**config.mk**
```make
export PLATFORM = sky130hd
export DESIGN_NAME = rdy_word_seq
export DESIGN_NICKNAME = d
export VERILOG_FILES = /design/src/rtl/rdy_seq_pkg.sv /design/src/rtl/cnv_pin_sync.sv /design/src/rtl/cnv_period_ctrl.sv /design/src/rtl/cnv_word_shift.sv /design/src/rtl/rdy_word_seq.sv
export SDC_FILE = /design/constraint.sdc
export NUM_CORES = 1
export LEC_CHECK = 0
export CORE_AREA = 8 8 120 122
export DETAILED_ROUTE_END_ITERATION = 12
export DIE_AREA = 0 0 128 130
export DONT_BUFFER_PORTS = 1
export PLACE_DENSITY_LB_ADDON = 0.1
export RECOVER_POWER = 25
export REMOVE_ABC_BUFFERS = 1
export SETUP_SLACK_MARGIN = 0.1
export SLEW_MARGIN = 20
export SYNTH_ARGS = -nofsm -noshare
export SYNTH_HDL_FRONTEND = slang
export SYNTH_SLANG_ARGS = --single-unit
export TNS_END_PERCENT = 10
```
**constraint.sdc**
```tcl
create_clock -name clk -period 5 [get_ports clk]
set_input_delay 1 -clock clk [delete_from_list [all_inputs] [get_ports clk]]
set_output_delay 1 -clock clk [all_outputs]
set_load 0.01 [all_outputs]
```
**src/rtl/rdy_seq_pkg.sv**
```systemverilog
package rdy_seq_pkg;

  typedef enum logic {
    SEQ_WAKE = 1'b0,
    SEQ_CONV = 1'b1
  } seq_state_e;

  localparam int CODE_W   = 24;
  localparam int STATUS_W = 8;
  localparam int WORD_W   = CODE_W + STATUS_W;

  // Status byte, MSB first: ready(0), rate, range error, 0, 1, gain, 0, 1
  function automatic logic [STATUS_W-1:0] status_byte(input logic slow,
                                                      input logic ovr,
                                                      input logic unity);
    return {1'b0, slow, ovr, 2'b01, unity, 2'b01};
  endfunction

endpackage

```
**src/rtl/cnv_pin_sync.sv**
```systemverilog
module cnv_pin_sync #(
  parameter int W = 3
) (
  input  logic         clk,
  input  logic         rst_n,
  input  logic [W-1:0] din,
  output logic [W-1:0] q,
  output logic [W-1:0] q_d
);

  logic [W-1:0] meta_q;
  logic [W-1:0] sync_q;
  logic [W-1:0] last_q;

  always_ff @(posedge clk or negedge rst_n) begin
    if (!rst_n) begin
      meta_q <= '0;
      sync_q <= '0;
      last_q <= '0;
    end else begin
      meta_q <= din;
      sync_q <= meta_q;
      last_q <= sync_q;
    end
  end

  assign q   = sync_q;
  assign q_d = last_q;

endmodule

```
**src/rtl/cnv_period_ctrl.sv**
```systemverilog
module cnv_period_ctrl
  import rdy_seq_pkg::*;
#(
  parameter int PER_FAST    = 3840,
  parameter int PER_SLOW    = 6400,
  parameter int WAKE_TICKS  = 64,
  parameter int EARLY_TICKS = 32,
  parameter int SETTLE_FAST = 2,
  parameter int SETTLE_SLOW = 3
) (
  input  logic clk,
  input  logic rst_n,
  input  logic slow_sel,
  input  logic restart,
  output logic publish,
  output logic early,
  output logic in_conv
);

  localparam int PER_MAX  = (PER_SLOW > PER_FAST) ? PER_SLOW : PER_FAST;
  localparam int TICK_MAX = (WAKE_TICKS > PER_MAX) ? WAKE_TICKS : PER_MAX;
  localparam int CW       = $clog2(TICK_MAX + 1);
  localparam int SMAX     = (SETTLE_SLOW > SETTLE_FAST) ? SETTLE_SLOW : SETTLE_FAST;
  localparam int SW       = $clog2(SMAX + 1);

  seq_state_e      state_q, state_d;
  logic [CW-1:0]   tick_q, tick_d;
  logic [SW-1:0]   conv_q, conv_d;
  logic [CW-1:0]   per_m1, early_at;
  logic [SW-1:0]   settle_m1;
  logic            upd;

  always_comb begin
    per_m1    = slow_sel ? CW'(PER_SLOW - 1) : CW'(PER_FAST - 1);
    settle_m1 = slow_sel ? SW'(SETTLE_SLOW - 1) : SW'(SETTLE_FAST - 1);
    early_at  = per_m1 - CW'(EARLY_TICKS);
  end

  always_comb begin
    state_d = state_q;
    tick_d  = tick_q;
    conv_d  = conv_q;
    upd     = 1'b0;
    unique case (state_q)
      SEQ_WAKE: begin
        if (tick_q == CW'(WAKE_TICKS - 1)) begin
          state_d = SEQ_CONV;
          tick_d  = '0;
          conv_d  = '0;
        end else begin
          tick_d = tick_q + 1'b1;
        end
      end
      SEQ_CONV: begin
        if (restart) begin
          tick_d = '0;
          conv_d = '0;
        end else if (tick_q == per_m1) begin
          tick_d = '0;
          upd    = 1'b1;
          if (conv_q != SW'(SMAX)) conv_d = conv_q + 1'b1;
        end else begin
          tick_d = tick_q + 1'b1;
        end
      end
      default: state_d = SEQ_WAKE;
    endcase
  end

  always_ff @(posedge clk or negedge rst_n) begin
    if (!rst_n) begin
      state_q <= SEQ_WAKE;
      tick_q  <= '0;
      conv_q  <= '0;
    end else begin
      state_q <= state_d;
      tick_q  <= tick_d;
      conv_q  <= conv_d;
    end
  end

  assign in_conv = (state_q == SEQ_CONV);
  assign publish = upd && (conv_q >= settle_m1);
  assign early   = in_conv && !restart && (tick_q == early_at);

  AST_PUBLISH_SPACED: assert property (@(posedge clk) disable iff (!rst_n)
    publish |=> !publish);
  AST_CONV_FROM_ZERO: assert property (@(posedge clk) disable iff (!rst_n)
    $rose(in_conv) |-> (tick_q == '0) && (conv_q == '0));
  AST_EARLY_NOT_PUBLISH: assert property (@(posedge clk) disable iff (!rst_n)
    !(publish && early));

endmodule

```
**src/rtl/cnv_word_shift.sv**
```systemverilog
module cnv_word_shift #(
  parameter int WORD_W = 32
) (
  input  logic              clk,
  input  logic              rst_n,
  input  logic              load,
  input  logic [WORD_W-1:0] word,
  input  logic              kill,
  input  logic              sclk_fall,
  input  logic              sclk_rise,
  output logic              dout
);

  localparam int BW = $clog2(WORD_W + 1);

  logic [WORD_W-1:0] sh_q, sh_d;
  logic [BW-1:0]     cnt_q, cnt_d;
  logic              act_q, act_d;
  logic              dout_q, dout_d;

  always_comb begin
    sh_d   = sh_q;
    cnt_d  = cnt_q;
    act_d  = act_q;
    dout_d = dout_q;
    if (kill) begin
      act_d  = 1'b0;
      dout_d = 1'b1;
    end else if (load) begin
      sh_d   = word;
      cnt_d  = '0;
      act_d  = 1'b1;
      dout_d = 1'b0;
    end else if (act_q) begin
      if (sclk_fall && (cnt_q < BW'(WORD_W))) begin
        dout_d = sh_q[WORD_W-1];
        sh_d   = {sh_q[WORD_W-2:0], 1'b0};
        cnt_d  = cnt_q + 1'b1;
      end else if (sclk_rise && (cnt_q == BW'(WORD_W))) begin
        act_d  = 1'b0;
        dout_d = 1'b1;
      end
    end
  end

  always_ff @(posedge clk or negedge rst_n) begin
    if (!rst_n) begin
      sh_q   <= '0;
      cnt_q  <= '0;
      act_q  <= 1'b0;
      dout_q <= 1'b1;
    end else begin
      sh_q   <= sh_d;
      cnt_q  <= cnt_d;
      act_q  <= act_d;
      dout_q <= dout_d;
    end
  end

  assign dout = dout_q;

  AST_LINE_HOLDS_IDLE: assert property (@(posedge clk) disable iff (!rst_n)
    (!kill && !load && !sclk_fall && !sclk_rise) |=> $stable(dout));
  AST_DONE_RAISES_LINE: assert property (@(posedge clk) disable iff (!rst_n)
    (act_q && sclk_rise && (cnt_q == BW'(WORD_W)) && !kill && !load) |=> dout);

endmodule

```
**src/rtl/rdy_word_seq.sv**
```systemverilog
module rdy_word_seq
  import rdy_seq_pkg::*;
#(
  parameter int PER_FAST    = 3840,
  parameter int PER_SLOW    = 6400,
  parameter int WAKE_TICKS  = 64,
  parameter int EARLY_TICKS = 32,
  parameter int SETTLE_FAST = 2,
  parameter int SETTLE_SLOW = 3
) (
  input  logic              clk,
  input  logic              pd_n,
  input  logic              sclk,
  input  logic              rate_sel,
  input  logic              gain_sel,
  input  logic              res_valid,
  input  logic [CODE_W-1:0] res_code,
  input  logic              res_ovr,
  output logic              dr_out,
  output logic              dr_oe,
  output logic              bridge_on
);

  localparam int PIN_W = 3;

  logic [1:0]        rst_sync_q;
  logic              rst_int_n;
  logic [PIN_W-1:0]  pin_q, pin_qd;
  logic              sclk_fall, sclk_rise, cfg_chg;
  logic              publish, early, in_conv, kill;
  logic [CODE_W-1:0] hold_code_q;
  logic              hold_ovr_q;
  logic [WORD_W-1:0] word;

  // asynchronous assertion, synchronous release
  always_ff @(posedge clk or negedge pd_n) begin
    if (!pd_n) rst_sync_q <= '0;
    else       rst_sync_q <= {rst_sync_q[0], 1'b1};
  end
  assign rst_int_n = rst_sync_q[1];
  assign dr_oe     = rst_int_n;
  assign bridge_on = rst_int_n;

  cnv_pin_sync #(.W(PIN_W)) u_sync (
    .clk  (clk),
    .rst_n(rst_int_n),
    .din  ({sclk, rate_sel, gain_sel}),
    .q    (pin_q),
    .q_d  (pin_qd)
  );

  assign sclk_fall = pin_qd[2] & ~pin_q[2];
  assign sclk_rise = ~pin_qd[2] & pin_q[2];
  assign cfg_chg   = (pin_q[1:0] != pin_qd[1:0]);

  always_ff @(posedge clk or negedge rst_int_n) begin
    if (!rst_int_n) begin
      hold_code_q <= '0;
      hold_ovr_q  <= 1'b0;
    end else if (res_valid) begin
      hold_code_q <= res_code;
      hold_ovr_q  <= res_ovr;
    end
  end

  cnv_period_ctrl #(
    .PER_FAST   (PER_FAST),
    .PER_SLOW   (PER_SLOW),
    .WAKE_TICKS (WAKE_TICKS),
    .EARLY_TICKS(EARLY_TICKS),
    .SETTLE_FAST(SETTLE_FAST),
    .SETTLE_SLOW(SETTLE_SLOW)
  ) u_ctrl (
    .clk     (clk),
    .rst_n   (rst_int_n),
    .slow_sel(pin_q[1]),
    .restart (cfg_chg),
    .publish (publish),
    .early   (early),
    .in_conv (in_conv)
  );

  assign kill = cfg_chg | early;
  assign word = {hold_code_q, status_byte(pin_q[1], hold_ovr_q, pin_q[0])};

  cnv_word_shift #(.WORD_W(WORD_W)) u_shift (
    .clk      (clk),
    .rst_n    (rst_int_n),
    .load     (publish),
    .word     (word),
    .kill     (kill),
    .sclk_fall(sclk_fall),
    .sclk_rise(sclk_rise),
    .dout     (dr_out)
  );

  AST_CFG_EDGE_RAISES_LINE: assert property (@(posedge clk) disable iff (!rst_int_n)
    (cfg_chg && in_conv) |=> dr_out);
  AST_PUBLISH_LOWERS_LINE: assert property (@(posedge clk) disable iff (!rst_int_n)
    publish |=> !dr_out);
  AST_WITHDRAW_RAISES_LINE: assert property (@(posedge clk) disable iff (!rst_int_n)
    early |=> dr_out);

endmodule

```
==> flow_summary.ini, run 1 <==
[final_layout]
area_growth_pct = 9.74
antennaDiodeCount = 0
utilization_pct = 38.0
fin_nets = 431
drive_gt1_share_pct = 16.1

[worst_setup_path]
crit_path_cell_trace = ha_1, and4_4, and4_1, buf_4, a21o_1, nor2_1, mux2_4
arrival_ns = 3.21
critPathCaptureType = flip-flop
crit_required_ns = 5.24
crit_path_max_incr_delay_ns = 0.88
startpoint_type = flip-flop
slowest_stage = a21o_1
crit_type = flip-flop to flip-flop
critPathMaxFanout = 31

[grt]
grt_antenna_before_repair = 0
grt_pass1_wl_um = 15200
grt_pass1_vias = 2977
busiest_layer = met2
overflow = 0
grtUsageMet3_pct = 4.04
track_usage_pct = 11.7
grt_max_degree = 65
grt_util_met2_pct = 17.6
grtUsageMet1_pct = 14.8

[routing]
drt-vias-per-instance = 5.08
dr.pass1.iters = 4
drc = 0
via_count = 2893
drtIter0Drc = 233
antenna_left = 0
finalWirelength_um = 8790
wl_per_cell_um = 15.4

[yosys]
ys_ff_latch = 92
synth-warning-count = 0
netlist_area_um2 = 4300
yosysMostFrequentCell = dfrtp_1
synth-edff-count = 0
netlist_top_cells_count = 91 x dfrtp_1, 53 x a21oi_1, 39 x nor2_1
ys_types = 51
syn_area_per_cell_um2 = 10.6
synth_top_area_share_pct = 52.9
synth_cells = 406
ys.flop_type = dfrtp_1
async_reset_ff_share_pct = 100
synth_area_leaders = dfrtp_1 53%, mux2_2 6.5%, a21oi_1 6.2%
yosys.area.top_type = dfrtp_1
synth-seq-area-share_pct = 53.5

[sta]
final_hold_viol_count = 0
slew_headroom_pct = 16.4
setup_ws_ns = 2.02
final.period_utilization_pct = 59.5
clock_skew_ns = 0.00761
worst_slew_pin_slew_ns = 1.25
tns_ns = 0
grt_setup_unrepaired = false
fmax_mhz = 336
fin_crit_ns = 2.98
hold-worst-slack_ns = 0.343
drv_slew = 0
finalSetupViolCount = 0

[power_and_ir_drop]
power_density_nw_per_um2 = 342
leakage_uw = 0.00196
ir_drop_mv = 0.215

[clock_tree]
cts_buffer_depth = 2
h-tree-depth = 3
clk_pin_slew_ns = 0.06
tritoncts = done
ctsResizeCount = 0
clock_latency_ns = 0.35
cts_setup_buffers = 0
ctsHoldBuffers = 0
clock-sinks = 92
clockRootBuffer = clkbuf_16
cts_inserted_buffers = 9

[place]
place_congestion = 0.745
port_buffers = 0
post-place-ws_ns = 1.99
dp_hpwl_um = 5400

[floorplanning]
ios = 34
initial_core_util_pct = 34.7
die_x_um = 128
fp.dieArea_um2 = 16600
coreArea_um2 = 12400
dieHeight_um = 130
rows = 41

[status]
status = complete, no violations

[run]
maxCapViolCount = 0

[hold_path]
hold_class = primary input to async pin
[state kept, by name (all words and copies together), names as in the netlist]
name            flops
u_shift.sh_q       32
hold_code_q        24
u_ctrl.tick_q      13
u_shift.cnt_q       6
u_sync.meta_q       3
u_sync.q            3
u_sync.q_d          3
rst_sync_q          2
u_ctrl.conv_q       2
hold_ovr_q          1
u_ctrl.in_conv      1
u_shift.act_q       1
u_shift.dout        1
[critical path: cells and delay by family (launching register included)]
family	cells	cell delay (ns)
flip-flops	1	0.39
AND/OR/NAND/NOR	3	0.72
AO/OA/AOI/OAI	1	0.88
adder cells (fa/ha/maj)	1	0.23
buffers and inverters	1	0.32
multiplexers	1	0.34
[through the flow]
step	instances	power, uW	instance area, um2
finish	570	1610	4720
global route	570	1690	4720
CTS	570	1650	4730
detailed placement	555	886	4400
global placement	555	884	4390
floorplan	379	865	4150
[report_power, final]
part	internal, uW	switching (uW)	leakage (uW)
Sequential	779	23.5	0.00116
Combinational	31.7	34.1	0.000636
Clock	461	285	0.000158
[final cells by class]
type | count | area [um2]
inverters | 8 | 30.0
clock buffers | 11 | 253
fillers | 1289 | 7690
flip-flops and latches | 92 | 2300
clock inverters | 4 | 72.6
well taps | 172 | 215
multi-input cells | 279 | 1820
repair buffers | 4 | 30.0
[per-layer routing]
metal | part of all wire [%] | vias up
li1 | - | 1413
met1 | 48 | 1428
met2 | 45 | 42
met3 | 4.6 | 10
met4 | 2.0 | 0
met5 | 0 | -
[path summary, 6_finish.rpt]
path / depth (start not counted) / slack (ns) / start / to
hold reg to reg: 0 / 0.35 / rst_sync_q[0]$_DFF_PN0_ / rst_sync_q[1]$_DFF_PN0_
max in group asynchronous: 1 / 2.98 / rst_sync_q[1]$_DFF_PN0_ / u_ctrl.tick_q[0]$_DFF_PN0_
setup reg to reg: 7 / 2.02 / u_ctrl.tick_q[0]$_DFF_PN0_ / u_shift.cnt_q[0]$_DFFE_PN0P_
setup / recovery: 7 / 2.02 / u_ctrl.tick_q[0]$_DFF_PN0_ / u_shift.cnt_q[0]$_DFFE_PN0P_
hold / removal: 0 / 0.34 / pd_n / rst_sync_q[0]$_DFF_PN0_
min in group clk: 0 / 0.35 / rst_sync_q[0]$_DFF_PN0_ / rst_sync_q[1]$_DFF_PN0_
[logic make-up after synthesis]
group                    Yosys count  share of synthesized area [%]
AND/OR/NAND/NOR                  125                           14.7
AO/OA/AOI/OAI                    108                           16.0
flip-flops                        92                           53.5
buffers and inverters             35                           4.36
multiplexers                      26                           6.89
XOR/XNOR                          13                           2.65
adder cells (fa/ha/maj)            6                           1.74
other                              1                         0.0872
[cell usage in the layout, fill, tap and decap left out, types with 2 or more instances in the layout]
cell type	count
o31ai_1	2
and4bb_2	2
xnor2_1	8
nor3_1	2
and2_1	4
clkbuf_16	9
nand3_1	12
bufinv_16	2
nor4_1	2
or4_1	2
xor2_1	5
mux2_2	25
nor2b_1	2
nor2_1	39
and3_1	5
a21oi_2	5
a21o_1	2
ha_1	6
nand2_1	37
a211oi_1	28
a22o_1	4
nor2_2	5
a21oi_1	53
clkbuf_8	2
and4_1	2
dfrtp_1	91
nand4_1	2
o21ai_0	5
inv_1	8
buf_4	4
Note: power is estimated with default switching activity, not from simulation.
==> run 2, diff against run 1 <==
Clock period 5 ns to 2.8 ns, I/O delays scaled along.
==> run 2 against run 1 <==
The flow now finishes with violations (max-capacitance violations, max-slew violations). Hold slack worse by 0.094 ns. Non-clock buffer count increased by 7. Register-to-register slack got worse by 1.6 ns. Clock power up 54%. First-iteration DRC count fell by 22%. Clock skew about the same. Core utilization rose by 0.050 points. Die area unchanged. Sequential power rose by 79%. Combinational power is 82% higher. Routed wire length grew 2.1%. Setup slack lost 1.6 ns.
==> flow_summary.ini, run 2 (synthesis results as in run 1) <==
[routing]
via_count = 2902
drc = 0
finalWirelength_um = 8980
wl_per_cell_um = 15.5
dr.pass1.iters = 4
drt-vias-per-instance = 5.02
drtIter0Drc = 182
antenna_left = 0

[worst_setup_path]
startpoint_type = flip-flop
reg2reg_from = u_sync.q[1]$_DFF_PN0_
crit_top_cell = a21oi_1
crit_required_ns = 3.01
cp-startpoint = u_sync.q[1]$_DFF_PN0_
critPathBufInv = 2
critPathCaptureType = flip-flop
arrival_ns = 2.62
critPathTopFamily = simple AND/OR/NAND/NOR gates
crit_type = flip-flop to flip-flop
critPathMaxFanout = 35
slowest_stage = or4_4
crit_path_cell_trace = inv_1, ha_1, nand2b_1, a21oi_1, or4_4, buf_4, nor2_1, a21oi_1
rrSetupSlack_ns = 0.38
regToRegEndpoint = u_shift.sh_q[9]$_DFFE_PN0P_
r2r_cells = 8
crit_path_max_incr_delay_ns = 0.72

[clock_tree]
tritoncts = done
clk_pin_slew_ns = 0.06
clockRootBuffer = clkbuf_16
clock_latency_ns = 0.34
ctsResizeCount = 0
cts_buffer_depth = 2
h-tree-depth = 3
clock-sinks = 92
cts_inserted_buffers = 9

[final_layout]
area_growth_pct = 9.89
largest_reg_flops = 32
layout_commonest_cell = dfrtp_1
final_cell_mix = 91 x dfrtp_1, 53 x a21oi_1, 39 x nor2_1, 37 x nand2_1, 28 x a211oi_1
fin_nets = 438
antennaDiodeCount = 0
biggestRegsByFlops = u_shift.sh_q: 32 flops, hold_code_q: 24 flops, u_ctrl.tick_q: 13 flops
largest-register = u_shift.sh_q
stdcell_count = 578
drive_gt1_share_pct = 16.5

[grt]
grt_pass1_wl_um = 15600
track_usage_pct = 11.8
overflow = 0
grt_max_degree = 37
grt_pass1_vias = 3077
grt_antenna_before_repair = 0

[power_and_ir_drop]
power_density_nw_per_um2 = 573
leakage_uw = 0.00197
ir_drop_mv = 0.254

[hold_path]
min_from = rate_sel
hold_class = primary input to flip-flop
hold_depth = 0
worstHoldEndpoint = u_sync.meta_q[1]$_DFF_PN0_

[sta]
drv_slew = 35
worst_slew_pin_slew_ns = 1.57
fmax_mhz = 414
slew_headroom_pct = -4.92
setup_ws_ns = 0.382
final.period_utilization_pct = 86.4
grt_setup_unrepaired = false
fin_crit_ns = 2.42
final_hold_viol_count = 0
finalSetupViolCount = 0
clock_skew_ns = 0.00792

[run]
maxCapViolCount = 1

[place]
place_congestion = 0.737
port_buffers = 0
post-place-ws_ns = 0.382
placed_cells = 561
dp_hpwl_um = 5810

[floorplanning]
dieHeight_um = 130
ios = 34
initial_core_util_pct = 34.7
rows = 41
coreArea_um2 = 12400
fp.dieArea_um2 = 16600
die_x_um = 128

[status]
violations = max-capacitance violations, max-slew violations
status = finished, violations left
==> run 2: area by class of cell <==
| type | count | area (um2) |
|---|---|---|
| multi-input combinational | 279 | 1810 |
| inverter | 8 | 30.0 |
| clock buffer | 15 | 278 |
| timing repair buffer | 11 | 85.1 |
| clock inverter | 1 | 5.00 |
| fill | 1283 | 7690 |
| tap | 172 | 215 |
| sequential | 92 | 2300 |
==> run 2: repair_timing <==
item	in CTS	in global routing
hold endpoints to repair	2	0
hold buffers	1	0
buffers inserted	0	0
==> run 2: per-stage QoR <==
| step | total power, uW | hold slack (ns) | util [%] | instance area (um2) | setup TNS (ns) |
|---|---|---|---|---|---|
| floorplan | 1540 | 0.264 | - | 4150 | -10.50 |
| finish | 2710 | 0.250 | 38.1 | 4730 | 0 |
| CTS | 2770 | 0.234 | 38.1 | 4730 | 0 |
| detailed placement | 1590 | 0.264 | 35.8 | 4440 | 0 |
| global route | 2850 | 0.232 | 38.1 | 4730 | 0 |
| global placement | 1580 | 0.264 | 35.8 | 4440 | 0 |
==> run 2: worst max-delay path by stage <==
stage                              endpoint  slack [ns]  cells after the start
6_report        u_shift.sh_q[9]$_DFFE_PN0P_        0.38                      8
5_1_grt        u_shift.sh_q[12]$_DFFE_PN0P_        0.16                      8
4_1_cts        u_shift.sh_q[12]$_DFFE_PN0P_        0.35                      8
3_5_place_dp    u_shift.sh_q[9]$_DFFE_PN0P_        0.38                      8
3_3_place_gp    u_shift.sh_q[8]$_DFFE_PN0P_        0.42                      8
2_1_floorplan    hold_code_q[0]$_DFFE_PN0P_       -0.12                      0
==> run 2: report_power, final <==
group          switching [uW]  internal [uW]  total, uW  leakage, uW
combinational            61.2           58.7        120     0.000669
clock                     477            674       1150     0.000140
sequential               46.3           1390       1440      0.00116
total                     584           2130       2710      0.00197
==> run 2: routing by layer <==
| layer | part of all wire [%] | wire (um) | up-vias | GRT usage (%) |
|---|---|---|---|---|
| met5 | 0 | 0 | - | 0 |
| met4 | 1.9 | 170 | 0 | 5.66 |
| met3 | 3.4 | 303 | 10 | 2.77 |
| met2 | 45 | 4070 | 32 | 18.2 |
| met1 | 49 | 4430 | 1426 | 15.5 |
| li1 | - | - | 1434 | - |
==> run 2: worst reg2reg max path: cells and delay by family (launching register included) <==
| kind | cells | cell delay (ns) |
|---|---|---|
| fa+ha+maj | 1 | 0.28 |
| flops | 1 | 0.43 |
| simple gates | 3 | 0.97 |
| compound gates | 2 | 0.18 |
| buf+inv | 2 | 0.44 |
